File: src/rtl/cmdbuf_pwr_pkg.sv
package cmdbuf_pwr_pkg;
   typedef enum logic [2:0] {
      ST_RST  = 3'd0,
      ST_STBY = 3'd1,
      ST_WAIT = 3'd2,
      ST_PD   = 3'd3,
      ST_RUN  = 3'd4
   } pwr_st_e;

   localparam int CW_W      = 3;
   localparam int CW_FLOAT  = 0;
   localparam int CW_PDEN   = 1;
   localparam int CW_IBTOFF = 2;
endpackage

File: src/rtl/cke_fall_det.sv
module cke_fall_det #(
   parameter int CKE_W = 2
) (
   input  logic             clk,
   input  logic             rst_n,
   input  logic [CKE_W-1:0] cke_i,
   output logic             fall_o,
   output logic             any_hi_o
);
   logic [CKE_W-1:0] prev_q;

   always_ff @(posedge clk or negedge rst_n) begin
      if (!rst_n) prev_q <= '0;
      else        prev_q <= cke_i;
   end

   assign any_hi_o = |cke_i;
   assign fall_o   = !any_hi_o && (|prev_q);
endmodule

File: src/rtl/stab_timer.sv
module stab_timer #(
   parameter int STAB_CYC = 4
) (
   input  logic clk,
   input  logic rst_n,
   input  logic run_i,
   output logic done_o
);
   localparam int CNT_W = $clog2(STAB_CYC + 1);
   localparam logic [CNT_W-1:0] LAST = CNT_W'(STAB_CYC - 1);

   logic [CNT_W-1:0] cnt_q;

   always_ff @(posedge clk or negedge rst_n) begin
      if (!rst_n)              cnt_q <= '0;
      else if (!run_i)         cnt_q <= '0;
      else if (cnt_q != LAST)  cnt_q <= cnt_q + 1'b1;
   end

   assign done_o = run_i && (cnt_q == LAST);
endmodule

File: src/rtl/pwr_fsm.sv
module pwr_fsm
   import cmdbuf_pwr_pkg::*;
(
   input  logic    clk,
   input  logic    rst_n,
   input  logic    clk_stop_i,
   input  logic    pd_en_i,
   input  logic    fall_i,
   input  logic    any_hi_i,
   input  logic    stab_done_i,
   output pwr_st_e st_o,
   output pwr_st_e nxt_o
);
   pwr_st_e st_q;

   always_comb begin
      nxt_o = st_q;
      if (clk_stop_i) begin
         nxt_o = ST_STBY;
      end else begin
         case (st_q)
            ST_RST:  nxt_o = ST_RUN;
            ST_STBY: nxt_o = ST_WAIT;
            ST_WAIT: nxt_o = stab_done_i ? ST_RUN : ST_WAIT;
            ST_RUN:  nxt_o = (pd_en_i && fall_i) ? ST_PD : ST_RUN;
            ST_PD:   nxt_o = any_hi_i ? ST_RUN : ST_PD;
            default: nxt_o = ST_RST;
         endcase
      end
   end

   always_ff @(posedge clk or negedge rst_n) begin
      if (!rst_n) st_q <= ST_RST;
      else        st_q <= nxt_o;
   end

   assign st_o = st_q;
endmodule

File: src/rtl/cmdbuf_pwr_ctl.sv
module cmdbuf_pwr_ctl
   import cmdbuf_pwr_pkg::*;
#(
   parameter int CMD_W      = 8,
   parameter int NCS        = 4,
   parameter int CKE_W      = 2,
   parameter int CKE_COPIES = 2,
   parameter int STAB_CYC   = 4
) (
   input  logic                        clk,
   input  logic                        rst_n,
   input  logic                        clk_stop_i,
   input  logic [CKE_W-1:0]            cke_i,
   input  logic [NCS-1:0]              cs_n_i,
   input  logic [CMD_W-1:0]            cmd_i,
   input  logic                        err_n_i,
   input  logic                        cw_we_i,
   input  logic [2:0]                  cw_d_i,
   output logic [CMD_W-1:0]            q_cmd_o,
   output logic [CKE_W*CKE_COPIES-1:0] q_cke_o,
   output logic                        oe_gated_o,
   output logic                        oe_ungated_o,
   output logic                        err_o,
   output logic                        ibt_en_o,
   output logic                        cmd_live_o,
   output logic [3:0]                  state_o
);
   localparam int QCKE_W = CKE_W * CKE_COPIES;

   if (STAB_CYC < 1)   begin : g_bad_stab  $error("STAB_CYC must be at least 1"); end
   if (NCS < 1)        begin : g_bad_ncs   $error("NCS must be at least 1"); end
   if (CKE_W < 1)      begin : g_bad_cke   $error("CKE_W must be at least 1"); end
   if (CKE_COPIES < 1) begin : g_bad_copy  $error("CKE_COPIES must be at least 1"); end
   if (CMD_W < 1)      begin : g_bad_cmd   $error("CMD_W must be at least 1"); end

   pwr_st_e          st, nxt;
   logic             fall, any_hi, stab_done;
   logic [CW_W-1:0]  cw_q;
   logic             any_cs, all_cs_hi, fwd_nxt;
   logic [CKE_W-1:0] cke_q;

   cke_fall_det #(.CKE_W(CKE_W)) i_fall (
      .clk(clk), .rst_n(rst_n), .cke_i(cke_i), .fall_o(fall), .any_hi_o(any_hi)
   );

   stab_timer #(.STAB_CYC(STAB_CYC)) i_timer (
      .clk(clk), .rst_n(rst_n), .run_i(st == ST_WAIT), .done_o(stab_done)
   );

   pwr_fsm i_fsm (
      .clk(clk), .rst_n(rst_n), .clk_stop_i(clk_stop_i), .pd_en_i(cw_q[CW_PDEN]),
      .fall_i(fall), .any_hi_i(any_hi), .stab_done_i(stab_done),
      .st_o(st), .nxt_o(nxt)
   );

   assign all_cs_hi = &cs_n_i;
   assign any_cs    = !all_cs_hi;
   assign fwd_nxt   = (nxt == ST_RUN) || ((nxt == ST_PD) && any_cs);

   always_ff @(posedge clk or negedge rst_n) begin
      if (!rst_n) begin
         cw_q <= '0;
      end else if (cw_we_i && !clk_stop_i && (st == ST_RUN || st == ST_PD)) begin
         cw_q <= cw_d_i;
      end
   end

   always_ff @(posedge clk or negedge rst_n) begin
      if (!rst_n) begin
         oe_ungated_o <= 1'b0;
         oe_gated_o   <= 1'b0;
         cmd_live_o   <= 1'b0;
         q_cmd_o      <= '0;
         cke_q        <= '0;
         err_o        <= 1'b1;
      end else begin
         oe_ungated_o <= (nxt == ST_RUN) || (nxt == ST_PD);
         oe_gated_o   <= ((nxt == ST_RUN) && !(cw_q[CW_FLOAT] && all_cs_hi))
                         || ((nxt == ST_PD) && any_cs);
         cmd_live_o   <= fwd_nxt;
         if (fwd_nxt) q_cmd_o <= cmd_i;
         cke_q        <= (nxt == ST_RUN) ? cke_i : '0;
         err_o        <= err_n_i;
      end
   end

   for (genvar g = 0; g < CKE_COPIES; g++) begin : g_cke_copy
      assign q_cke_o[g*CKE_W +: CKE_W] = cke_q;
   end

   assign ibt_en_o = (st != ST_RST) && !((st == ST_PD) && cw_q[CW_IBTOFF]);

   assign state_o = {st == ST_RUN, st == ST_PD,
                     (st == ST_STBY) || (st == ST_WAIT), st == ST_RST};

   logic unused_w;
   assign unused_w = ^{QCKE_W};
endmodule

File: config.mk
export PLATFORM = sky130hd
export DESIGN_NAME = cmdbuf_pwr_ctl
export DESIGN_NICKNAME = d
export VERILOG_FILES = /design/src/rtl/cmdbuf_pwr_pkg.sv /design/src/rtl/cke_fall_det.sv /design/src/rtl/stab_timer.sv /design/src/rtl/pwr_fsm.sv /design/src/rtl/cmdbuf_pwr_ctl.sv
export SDC_FILE = /design/constraint.sdc
export NUM_CORES = 1
export LEC_CHECK = 0
export ABC_AREA = 1
export BUFFER_PORTS_ARGS = -buffer_cell sky130_fd_sc_hd__clkbuf_2
export CAP_MARGIN = 20
export CORE_MARGIN = 5
export CORE_UTILIZATION = 47
export CTS_CLUSTER_DIAMETER = 120
export DETAILED_ROUTE_END_ITERATION = 12
export PLACE_DENSITY = 0.77
export SLEW_MARGIN = 20
export SYNTH_ARGS = -nofsm -noshare
export SYNTH_HDL_FRONTEND = slang
export SYNTH_SLANG_ARGS = --single-unit
File: constraint.sdc
create_clock -name clk -period 1.8 [get_ports clk]
set_input_delay 0.36 -clock clk [delete_from_list [all_inputs] [get_ports clk]]
set_output_delay 0.36 -clock clk [all_outputs]
set_load 0.01 [all_outputs]
==> metrics.cfg, run 1 <==
[setup_path]
cp_slowest_cell = dfrtp_1
cp-end-kind = register
start_kind = register
cpPeakStageDelay_ns = 0.42
cpLargestDelayFamily = simple AND/OR/NAND/NOR gates
cp.arrival_ns = 1.98
crit_chain = ha_1 -> ha_1 -> o211ai_1 -> nand3_1 -> nand2_4 -> buf_4 -> nand3_1 -> nand2_1
crit_type = reg2reg
crit_fanout = 10
critPathBufInv = 1
required_ns = 2.08

[detailed_routing]
num_vias = 933
antenna_left = 0
viasPerCell = 4.834
drt-initial-drc-count = 30
first_pass_iters = 4
wl_per_cell_um = 12.34
route.detailed.drc = 0
finalWirelength_um = 2382

[timing]
period_needed_ns = 1.702
skew_ns = 0.01056
rsz0062_at_grt = true
fmax_mhz = 587.4
fin_crit_sh = 0.9457
finalSetupViolations = 0
slew_viol_final = 0
max-slew-margin-rel = 0.5975
worst_pin_slew_ns = 0.6037
final_hold_viol_count = 0

[power_and_ir_drop]
combPwrFrac = 0.252
leakage_nw = 0.7836
p_int_mw = 0.8806
power_frac_seq = 0.551
peakVddDrop_uv = 578.9
power_switching_share = 0.3242
switching_power_mw = 0.4224
p_per_area_nw_per_um2 = 949.3
clockPowerShare = 0.196

[synth]
synth_sequential_area_ratio = 0.5680
syn_nets = 145
synth_area_um2 = 1104
avgSynthCellArea_um2 = 9.120
synth_ff_type = dfrtp_1
ys_ff_latch = 25
syn-instance-count = 121
synth_edf_count = 0
ys_types = 24
async_flop_share = 1.000
yosys_warnings = 0

[clock_network]
numCtsBuffers = 3
cts_setup_buffers = 0
cts_resized = 0
cts_root_buffer = clkbuf_4
cts_tree = built
clk_latency_ns = 0.33
h-tree-depth = 1
cts_buffer_depth = 2
path_clk_slew_ns = 0.14
cts_hold_buf = 0
cts.sinks = 25

[layout]
instances_no_fill = 193
fillers = 209
nets = 190
stdcell_area_um2 = 1373
areaGrowthSynthToFinish_pct = 24.38
final_common_cell = clkbuf_2
drive_above_1_share = 0.3576
diodes = 0
layout_common_cells = clkbuf_2 (42), nand2_1 (32), dfrtp_1 (24)

[flow_run]
maxCapViolations = 0

[floorplanning]
initial_core_util = 0.4941
rows = 17
dieArea_um2 = 3417
die_h_um = 58.46
die_w_um = 58.46
pin_count = 43
core_area_um2 = 2233

[global_routing]
grt_max_degree = 26
grt_pass1_wl_um = 3981
track_usage = 0.1531
antenna_found_initial = 0
grt_pass1_vias = 904
globalRoute.totalOverflow = 0

[min_path]
min_path_type = in2async

[placed_design]
finalWeightedCongestion = 0.7765
placed_cells = 189
placed_area_um2 = 1330
hpwl_um = 1880
port_buffers = 42

[status]
status = finished clean

-- sequential cells by signal, indices dropped and copies added (netlist names) --
name	cells
q_cmd_o	8
oe_gated_o	1
i_fsm.st_o	3
i_timer.cnt_q	3
oe_ungated_o	1
err_o	1
i_fall.prev_q	2
cw_q	3
cke_q	2
cmd_live_o	1
-- cells in the mapped netlist (2+ instances only) --
library cell  instances  share of area
nor2_1                8          0.027
nand3_1              12          0.054
o211ai_1              2          0.014
buf_4                 2          0.014
o21ai_0               4          0.018
dfrtp_1              24           0.54
inv_1                17          0.058
nand2_2               3          0.017
ha_1                  2          0.023
nand2_1              32           0.11
o21ai_1               2         0.0091
-- cell families after synthesis --
kind of cell / synth area share
buffers and inverters: 0.08502
DFF: 0.5680
and+or+nand+nor: 0.2597
AOI/OAI and AO/OA: 0.06463
adders and majority gates: 0.02267
-- stage by stage --
stage,setup TNS [ns],setup WS (ns),hold WS [ns],total power [mW],util
floorplan,0,0.3230,0.06441,0.9070,-
global placement,0,0.1951,0.3841,1.043,0.5955
detailed placement,0,0.08735,0.4047,1.058,0.5955
CTS,0,0.01561,0.03638,1.312,0.6078
global route,-0.03014,-0.03014,0.06057,1.390,0.6146
finish,0,0.09771,0.01101,1.303,0.6146
-- path summary, 6_finish.rpt --
| check | from | end | slack, ns | cells past startpoint |
|---|---|---|---|---|
| worst max-delay path | i_timer.cnt_q[0] | q_cmd_o[4] | 0.1 | 8 |
| worst min-delay path | rst_n | cke_q[1] | 0.01 | 1 |
| worst max register to register | i_timer.cnt_q[0] | q_cmd_o[4] | 0.1 | 8 |
| worst min register to register | i_timer.cnt_q[1] | i_timer.cnt_q[1] | 0.50 | 2 |
| max in group asynchronous | rst_n | i_timer.cnt_q[2] | 1.39 | 1 |
| min in group clk | err_n_i | err_o | 0.09 | 1 |
-- per-layer routing --
layer,part of all wire,GRT usage,up-vias,wire length [µm]
met5,0,0,-,0
met4,0.024,0.07947,0,57
met3,0.063,0.02851,5,151
met2,0.51,0.2488,32,1208
met1,0.40,0.1933,428,964
li1,-,-,468,-
-- power by group through the flow --
stage	clock network (mW)	logic, mW	registers, mW
after floorplan	0	0.156	0.751
after global placement	0	0.318	0.725
after detailed placement	0	0.330	0.728
after CTS	0.263	0.332	0.717
after global routing	0.285	0.374	0.731
final	0.256	0.329	0.718
-- cell type report --
type                       instances  area, µm²  share of cell area
sequential                        25      626.9              0.4567
multi-input combinational         75      397.9              0.2899
timing repair buffer              43      217.7              0.1586
inverter                          18      67.56             0.04923
tap                               28      35.03             0.02552
clock buffer                       3      22.52             0.01641
clock inverter                     1      5.005            0.003646
(Power assumes the default switching activity.)
==> inputs of run 2 (changes only) <==
--- a/config.mk
+++ b/config.mk
@@ -6,13 +6,14 @@
 export NUM_CORES = 1
 export LEC_CHECK = 0
 export ABC_AREA = 1
-export BUFFER_PORTS_ARGS = -buffer_cell sky130_fd_sc_hd__clkbuf_2
 export CAP_MARGIN = 20
 export CORE_MARGIN = 5
-export CORE_UTILIZATION = 47
+export CORE_UTILIZATION = 55
 export CTS_CLUSTER_DIAMETER = 120
 export DETAILED_ROUTE_END_ITERATION = 12
-export PLACE_DENSITY = 0.77
+export DONT_BUFFER_PORTS = 1
+export GPL_TIMING_DRIVEN = 0
+export PLACE_DENSITY = 0.7
 export SLEW_MARGIN = 20
 export SYNTH_ARGS = -nofsm -noshare
 export SYNTH_HDL_FRONTEND = slang
==> run 2 against run 1 <==
Against the previous run: the run now ends with hold timing left; final area fell by 13%; wire length fell by 14%; clock-buffer cell count did not move; sequential share of layout area rose by 7.0 points; utilization fell by 0.18 points; maximum frequency rose by 1.8%; register-to-register slack improved by 0.03 ns; global-route usage fell by 0.53 points; worst hold slack got worse by 0.011 ns; largest power group unchanged.
==> metrics.cfg, run 2 (synthesis gave the netlist of run 1 again) <==
[layout]
largest_reg_flops = 8  ; unchanged
drive_above_1_share = 0.1641  ; -0.1935
fin_util = 0.6128  ; -0.001808
layout_common_cells = nand2_1 (32), dfrtp_1 (24), inv_1 (17)
regMostFlops = q_cmd_o
final_common_cell = nand2_1
areaGrowthSynthToFinish_pct = 7.823
seq_area_um2 = 626.9  ; unchanged
fillers = 184  ; -12%
diodes = 0  ; unchanged
nets = 153  ; -19%
multi_input_area_um2 = 387.9  ; -2.5%

[status]
violations = hold timing
status = complete, but fails checks

[clock_network]
h-tree-depth = 1  ; unchanged
cts_root_buffer = clkbuf_4
cts.sinks = 25  ; unchanged
clk_latency_ns = 0.31  ; -0.02 ns
cts_buffer_depth = 2  ; unchanged
numCtsBuffers = 3  ; unchanged
path_clk_slew_ns = 0.13  ; about the same
cts_tree = built

[detailed_routing]
finalWirelength_um = 2051  ; -14%
drt-initial-drc-count = 16  ; -47%
wl_per_cell_um = 13.23  ; +7.2%
route.detailed.drc = 0  ; unchanged
viasPerCell = 5.039  ; +4.2%
first_pass_iters = 5  ; +1
num_vias = 781  ; -16%
antenna_left = 0  ; unchanged

[timing]
fmax_mhz = 598.1  ; +1.8%
skew_ns = 0.009605  ; -0.0009600 ns
fin_crit_sh = 0.9289  ; -0.01679
setup-tns-final_ns = 0  ; unchanged
final_hold_viol_count = 1  ; +1
max-slew-margin-rel = 0.6519  ; +0.05442
timing.hold.ws_ns = -0.0001108  ; -0.01113 ns
worst_pin_slew_ns = 0.5221  ; -0.08162 ns
finalSetupViolations = 0  ; unchanged
rsz0062_at_grt = false
period_needed_ns = 1.672  ; -0.03022 ns
slew_viol_final = 0  ; unchanged

[floorplanning]
die_w_um = 54.80  ; -6.3%
die_h_um = 54.80  ; -6.3%
core_area_um2 = 1942  ; -13%
initial_core_util = 0.5683  ; +0.07418
dieArea_um2 = 3002  ; -12%
rows = 16  ; -1
pin_count = 43  ; unchanged

[power_and_ir_drop]
switching_power_mw = 0.3751  ; -11%
combPwrFrac = 0.166  ; -0.086
p_per_area_nw_per_um2 = 1006  ; +6.0%
p_int_mw = 0.8224  ; -6.6%
peakVddDrop_uv = 628.3  ; +8.5%
power_switching_share = 0.3132  ; -0.01091
power_frac_seq = 0.634  ; +0.083
leakage_nw = 0.6249  ; -20%
finalPower_mw = 1.198  ; -8.1%
clockPowerShare = 0.201  ; +0.005

[global_routing]
grt_pass1_vias = 734  ; -19%
grt_pass1_wl_um = 3139  ; -21%
track_usage = 0.1478  ; -0.005313
antenna_found_initial = 0  ; unchanged
globalRoute.totalOverflow = 0  ; unchanged
grt_max_degree = 26  ; unchanged

[setup_path]
crit_fanout = 10  ; unchanged
crit_type = reg2reg
cp.arrival_ns = 1.92  ; -0.06 ns
start_kind = register
cpLargestDelayFamily = adder cells
critPathBufInv = 1  ; unchanged
required_ns = 2.05  ; -0.03 ns
cp_slowest_cell = dfrtp_1
crit_chain = ha_1 -> ha_1 -> o211ai_1 -> nand3_1 -> nand2_2 -> buf_6 -> nand3_1 -> nand2_1
worstSetupStartpoint = i_timer.cnt_q[0]
cpPeakStageDelay_ns = 0.41  ; about the same
r2r_start = i_timer.cnt_q[0]
cp-end-kind = register

[placed_design]
port_buffers = 0  ; -100%
hpwl_um = 1585  ; -16%
finalWeightedCongestion = 0.7595  ; -2.2%

[flow_run]
maxCapViolations = 0  ; unchanged

[min_path]
min_path_type = in2async

run 2: stage by stage:
stage               cells  instance area (µm²)  setup slack (ns)  hold WS [ns]
global route          155                 1190          0.007370       0.01392
global placement      148                 1137            0.1908       0.06502
CTS                   153                 1175           0.08889       0.02477
detailed placement    148                 1137            0.1312       0.06504
finish                155                 1190            0.1279    -0.0001108
floorplan             121                 1104            0.3230       0.06441
run 2: cell type report:
cell class / instances / share of cell area
clock buffer: 3 / 0.01893
tap: 27 / 0.02839
timing repair buffer: 3 / 0.01682
clock inverter: 1 / 0.004206
buffer: 3 / 0.02208
sequential: 25 / 0.5268
inverter: 18 / 0.05678
multi-input combinational: 75 / 0.3260
run 2: worst paths after layout:
kind,end,slack [ns],cells past startpoint
hold / removal,i_fsm.st_o[1],-0.0001,1
max in group asynchronous,err_o,1.42,1
hold reg to reg,i_timer.cnt_q[1],0.50,2
setup / recovery,q_cmd_o[3],0.13,8
setup reg to reg,q_cmd_o[3],0.13,8
min in group clk,err_o,0.04,0
run 2: timing repair:
action	in CTS	in global routing
hold buffers	1	0
setup buffers	0	2
endpoints found under the setup margin	0	4
resized for setup	0	1
hold endpoints to repair	25	0
run 2: worst register-to-register path: stages, from the launching register on:
cell	delay, ns
dfrtp_1	0.41
ha_1	0.20
ha_1	0.22
o211ai_1	0.21
nand3_1	0.11
nand2_2	0.14
buf_6	0.16
nand3_1	0.09
nand2_1	0.07
run 2: power by group through the flow:
stage	clock network (mW)	registers, mW	logic, mW
2_1_floorplan	0	0.751	0.156
3_3_place_gp	0	0.769	0.175
3_5_place_dp	0	0.772	0.182
4_1_cts	0.250	0.761	0.197
5_1_grt	0.270	0.771	0.231
6_report	0.240	0.759	0.199
run 2: routing by layer:
layer	GRT usage	up-vias	wire, µm
li1	-	395	-
met1	0.1757	364	802
met2	0.2539	20	1093
met3	0.04087	2	145
met4	0.04979	0	10
met5	0	-	0
==> inputs of run 3 (changes only) <==
--- a/config.mk
+++ b/config.mk
@@ -17,4 +17,5 @@
 export SLEW_MARGIN = 20
 export SYNTH_ARGS = -nofsm -noshare
 export SYNTH_HDL_FRONTEND = slang
+export SYNTH_HIERARCHICAL = 1
 export SYNTH_SLANG_ARGS = --single-unit
==> run 3 against run 2 <==
Against the previous run: the run ends with setup timing left; utilization grew 8.3 points; combinational power grew 50%; synthesized cell count grew 24%; worst hold slack gained 0.044 ns; via count grew 26%; maximum frequency shrank 8.9%; clock power grew 7%.
==> metrics.cfg, run 3 <==
[placed_design]
placed_cells = 178  ; +20%
finalWeightedCongestion = 0.7461  ; -1.8%
port_buffers = 0  ; unchanged
placed_area_um2 = 1269  ; +12%
pre_cts_ws_ns = -0.1985  ; -0.3297 ns
hpwl_um = 1702  ; +7.4%

[timing]
rsz0062_at_grt = true
period_needed_ns = 1.835  ; +0.1627 ns
skew_ns = 0.004434  ; -0.005171 ns
final_hold_viol_count = 0  ; -1
max-slew-margin-rel = 0.8134  ; +0.1615
fin_crit_sh = 1.019  ; +0.09036
finalSetupViolations = 9  ; +9
slew_viol_final = 0  ; unchanged
fmax_mhz = 545.0  ; -8.9%
fin_ws_ns = -0.03473  ; -0.1627 ns
worst_pin_slew_ns = 0.2791  ; -0.2431 ns

[synth]
synth_top_area_cell = dfrtp_1
synth_top_area_frac = 0.4913  ; -0.05292
ys_top_cells_by_area = dfrtp_1 (49%), nand3_1 (13%), nand2_1 (11%)
yosys_warnings = 6  ; +6
syn_nets = 174  ; +20%
async_flop_share = 1.000  ; unchanged
yosysMostFrequentCell = nand2_1
syn-instance-count = 150  ; +24%
ys_types = 18  ; -25%
synth_ff_type = dfrtp_1
synth_area_um2 = 1222  ; +11%
synthTopCellsByCount = nand2_1 (35), nand3_1 (32), inv_1 (25), dfrtp_1 (24), nor2_1 (10)
avgSynthCellArea_um2 = 8.149  ; -11%
synth_edf_count = 0  ; unchanged
ys_ff_latch = 25  ; unchanged
synth_sequential_area_ratio = 0.5128  ; -0.05523

[power_and_ir_drop]
switching_power_mw = 0.4644  ; +24%
power_switching_share = 0.3432  ; +0.02998
leakage_nw = 0.8290  ; +33%
peakVddDrop_uv = 672.8  ; +7.1%
p_int_mw = 0.8886  ; +8.0%
p_per_area_nw_per_um2 = 896.6  ; -11%
combPwrFrac = 0.221  ; +0.055
power_frac_seq = 0.589  ; -0.045
clockPowerShare = 0.190  ; -0.011

[layout]
fin_util = 0.6955  ; +0.08274
largest_reg_flops = 8  ; unchanged
drive_above_1_share = 0.3018  ; +0.1377
regMostFlops = q_cmd_o
areaGrowthSynthToFinish_pct = 23.44
final_common_cell = nand2_1
nets = 194  ; +27%
instances_no_fill = 197  ; +27%
stdcell_area_um2 = 1509  ; +27%
diodes = 0  ; unchanged
layout_common_cells = nand2_1 (34), nand3_1 (27), inv_1 (21), dfrtp_1 (21), buf_4 (13)

[detailed_routing]
antenna_left = 0  ; unchanged
route.detailed.drc = 0  ; unchanged
drt-initial-drc-count = 15  ; -1
viasPerCell = 5.000  ; -0.77%
num_vias = 985  ; +26%
wl_per_cell_um = 12.48  ; -5.7%
finalWirelength_um = 2458  ; +20%
first_pass_iters = 3  ; -2

[clock_network]
h-tree-depth = 1  ; unchanged
numCtsBuffers = 3  ; unchanged
cts_tree = built
path_clk_slew_ns = 0.14  ; about the same
cts_buffer_depth = 2  ; unchanged
clk_latency_ns = 0.33  ; +0.02 ns
cts.sinks = 25  ; unchanged
cts_root_buffer = clkbuf_4

[global_routing]
grtUsageMet3 = 0.04072  ; -0.0001480
globalRoute.totalOverflow = 0  ; unchanged
grt_pass1_wl_um = 4077  ; +30%
grt_pass1_vias = 953  ; +30%
antenna_found_initial = 0  ; unchanged
busiest_layer = met2
use_met2 = 0.2741  ; +0.02012
track_usage = 0.1587  ; +0.01091
grt_max_degree = 26  ; unchanged
met1_usage = 0.1809  ; +0.005245

[setup_path]
start_kind = register
worstSetupStartpoint = i_timer/cnt_q[1]
cp.arrival_ns = 2.08  ; +0.16 ns
crit_type = reg2reg
r2r_start = i_timer/cnt_q[1]
crit_fanout = 5  ; -5
required_ns = 2.04  ; about the same
cp-end-kind = register

[floorplanning]
die_h_um = 57.15  ; +4.3%
core_area_um2 = 2170  ; +12%
rows = 17  ; +1
die_w_um = 57.15  ; +4.3%
dieArea_um2 = 3266  ; +8.8%
pin_count = 43  ; unchanged
initial_core_util = 0.5634  ; -0.004862

[min_path]
min_from = cke_i[1]
min_path_type = in2reg

[status]
status = complete, but fails checks
violations = setup timing

[flow_run]
maxCapViolations = 0  ; unchanged

==> run 3: cell types whose count changed in the layout (fill, tap and decap cells not counted), sizes merged, moves of 2 or more <==
cell	change
nand3	+19
buf	+9
inv	+9
nand2	+7
o21ai	-5
nor2	+3
dlygate4sd3	+2
o211ai	-2
==> run 3: per-stage QoR <==
stage,setup TNS (ns),hold WS [ns],total power [mW]
2_1_floorplan,0,0.06441,0.9759
3_3_place_gp,-1.265,0.06528,1.022
3_5_place_dp,-1.937,0.06484,1.033
4_1_cts,-0.1091,0.03126,1.346
5_1_grt,-2.216,0.01089,1.460
6_report,-0.2080,0.04378,1.353
==> run 3: cell type report <==
cell class	instances	area, µm²
buffer	3	30.03
fill	192	660.6
sequential	25	630.6
clock inverter	1	7.507
timing repair buffer	14	122.6
tap	28	35.03
clock buffer	3	22.52
multi-input combinational	96	559.3
inverter	27	101.3
==> run 3: worst paths after layout <==
path | to | slack (ns) | cells after the start
setup / recovery | q_cmd_o[3] | -0.03 | 16
hold / removal | i_fall/prev_q[1] | 0.04 | 0
setup reg to reg | q_cmd_o[3] | -0.03 | 16
hold reg to reg | cw_q[2] | 0.49 | 2
max in group asynchronous | err_o | 1.15 | 2
min in group asynchronous | i_timer/cnt_q[0] | 0.43 | 2
==> run 3: worst max-delay path: stages, from the launching register on <==
cell and delay [ns]:
dfrtp_1 0.41, ha_2 0.20, ha_4 0.16, nand2_1 0.05, inv_1 0.03, inv_1 0.04
nand2_1 0.06, nand2_1 0.06, nand2_1 0.05, nand3_1 0.07, nand2_1 0.06, inv_2 0.11
nand2_2 0.08, nor2_4 0.15, nand2_4 0.10, nand3_2 0.08, nand2_1 0.04
==> run 3: power groups by stage <==
| stage | logic (mW) | registers [mW] | clock network (mW) |
|---|---|---|---|
| final | 0.299 | 0.796 | 0.258 |
| after global routing | 0.342 | 0.813 | 0.304 |
| after CTS | 0.272 | 0.803 | 0.271 |
| after detailed placement | 0.218 | 0.815 | 0 |
| after global placement | 0.211 | 0.811 | 0 |
| after floorplan | 0.190 | 0.786 | 0 |
==> run 3: cells by family after synthesis <==
kind of cell,share of synthesized area
buffers and inverters,0.1044
AND/OR/NAND/NOR,0.3429
adder cells (fa/ha/maj),0.02047
flip-flops,0.5128
AO/OA/AOI/OAI,0.01944
==> run 3: routing by layer <==
| layer | vias up | wire [µm] |
|---|---|---|
| met1 | 452 | 958 |
| li1 | 504 | - |
| met2 | 24 | 1278 |
| met5 | - | 0 |
| met3 | 5 | 169 |
| met4 | 0 | 52 |
==> run 3: timing repair <==
item | in CTS | in global routing
buffers inserted | 6 | 5
hold buffers | 3 | 0
setup endpoints to repair | 14 | 14
cloned | 1 | 0
pin swaps | 6 | 4
endpoints found under the hold margin | 26 | 0
resized for setup | 16 | 8
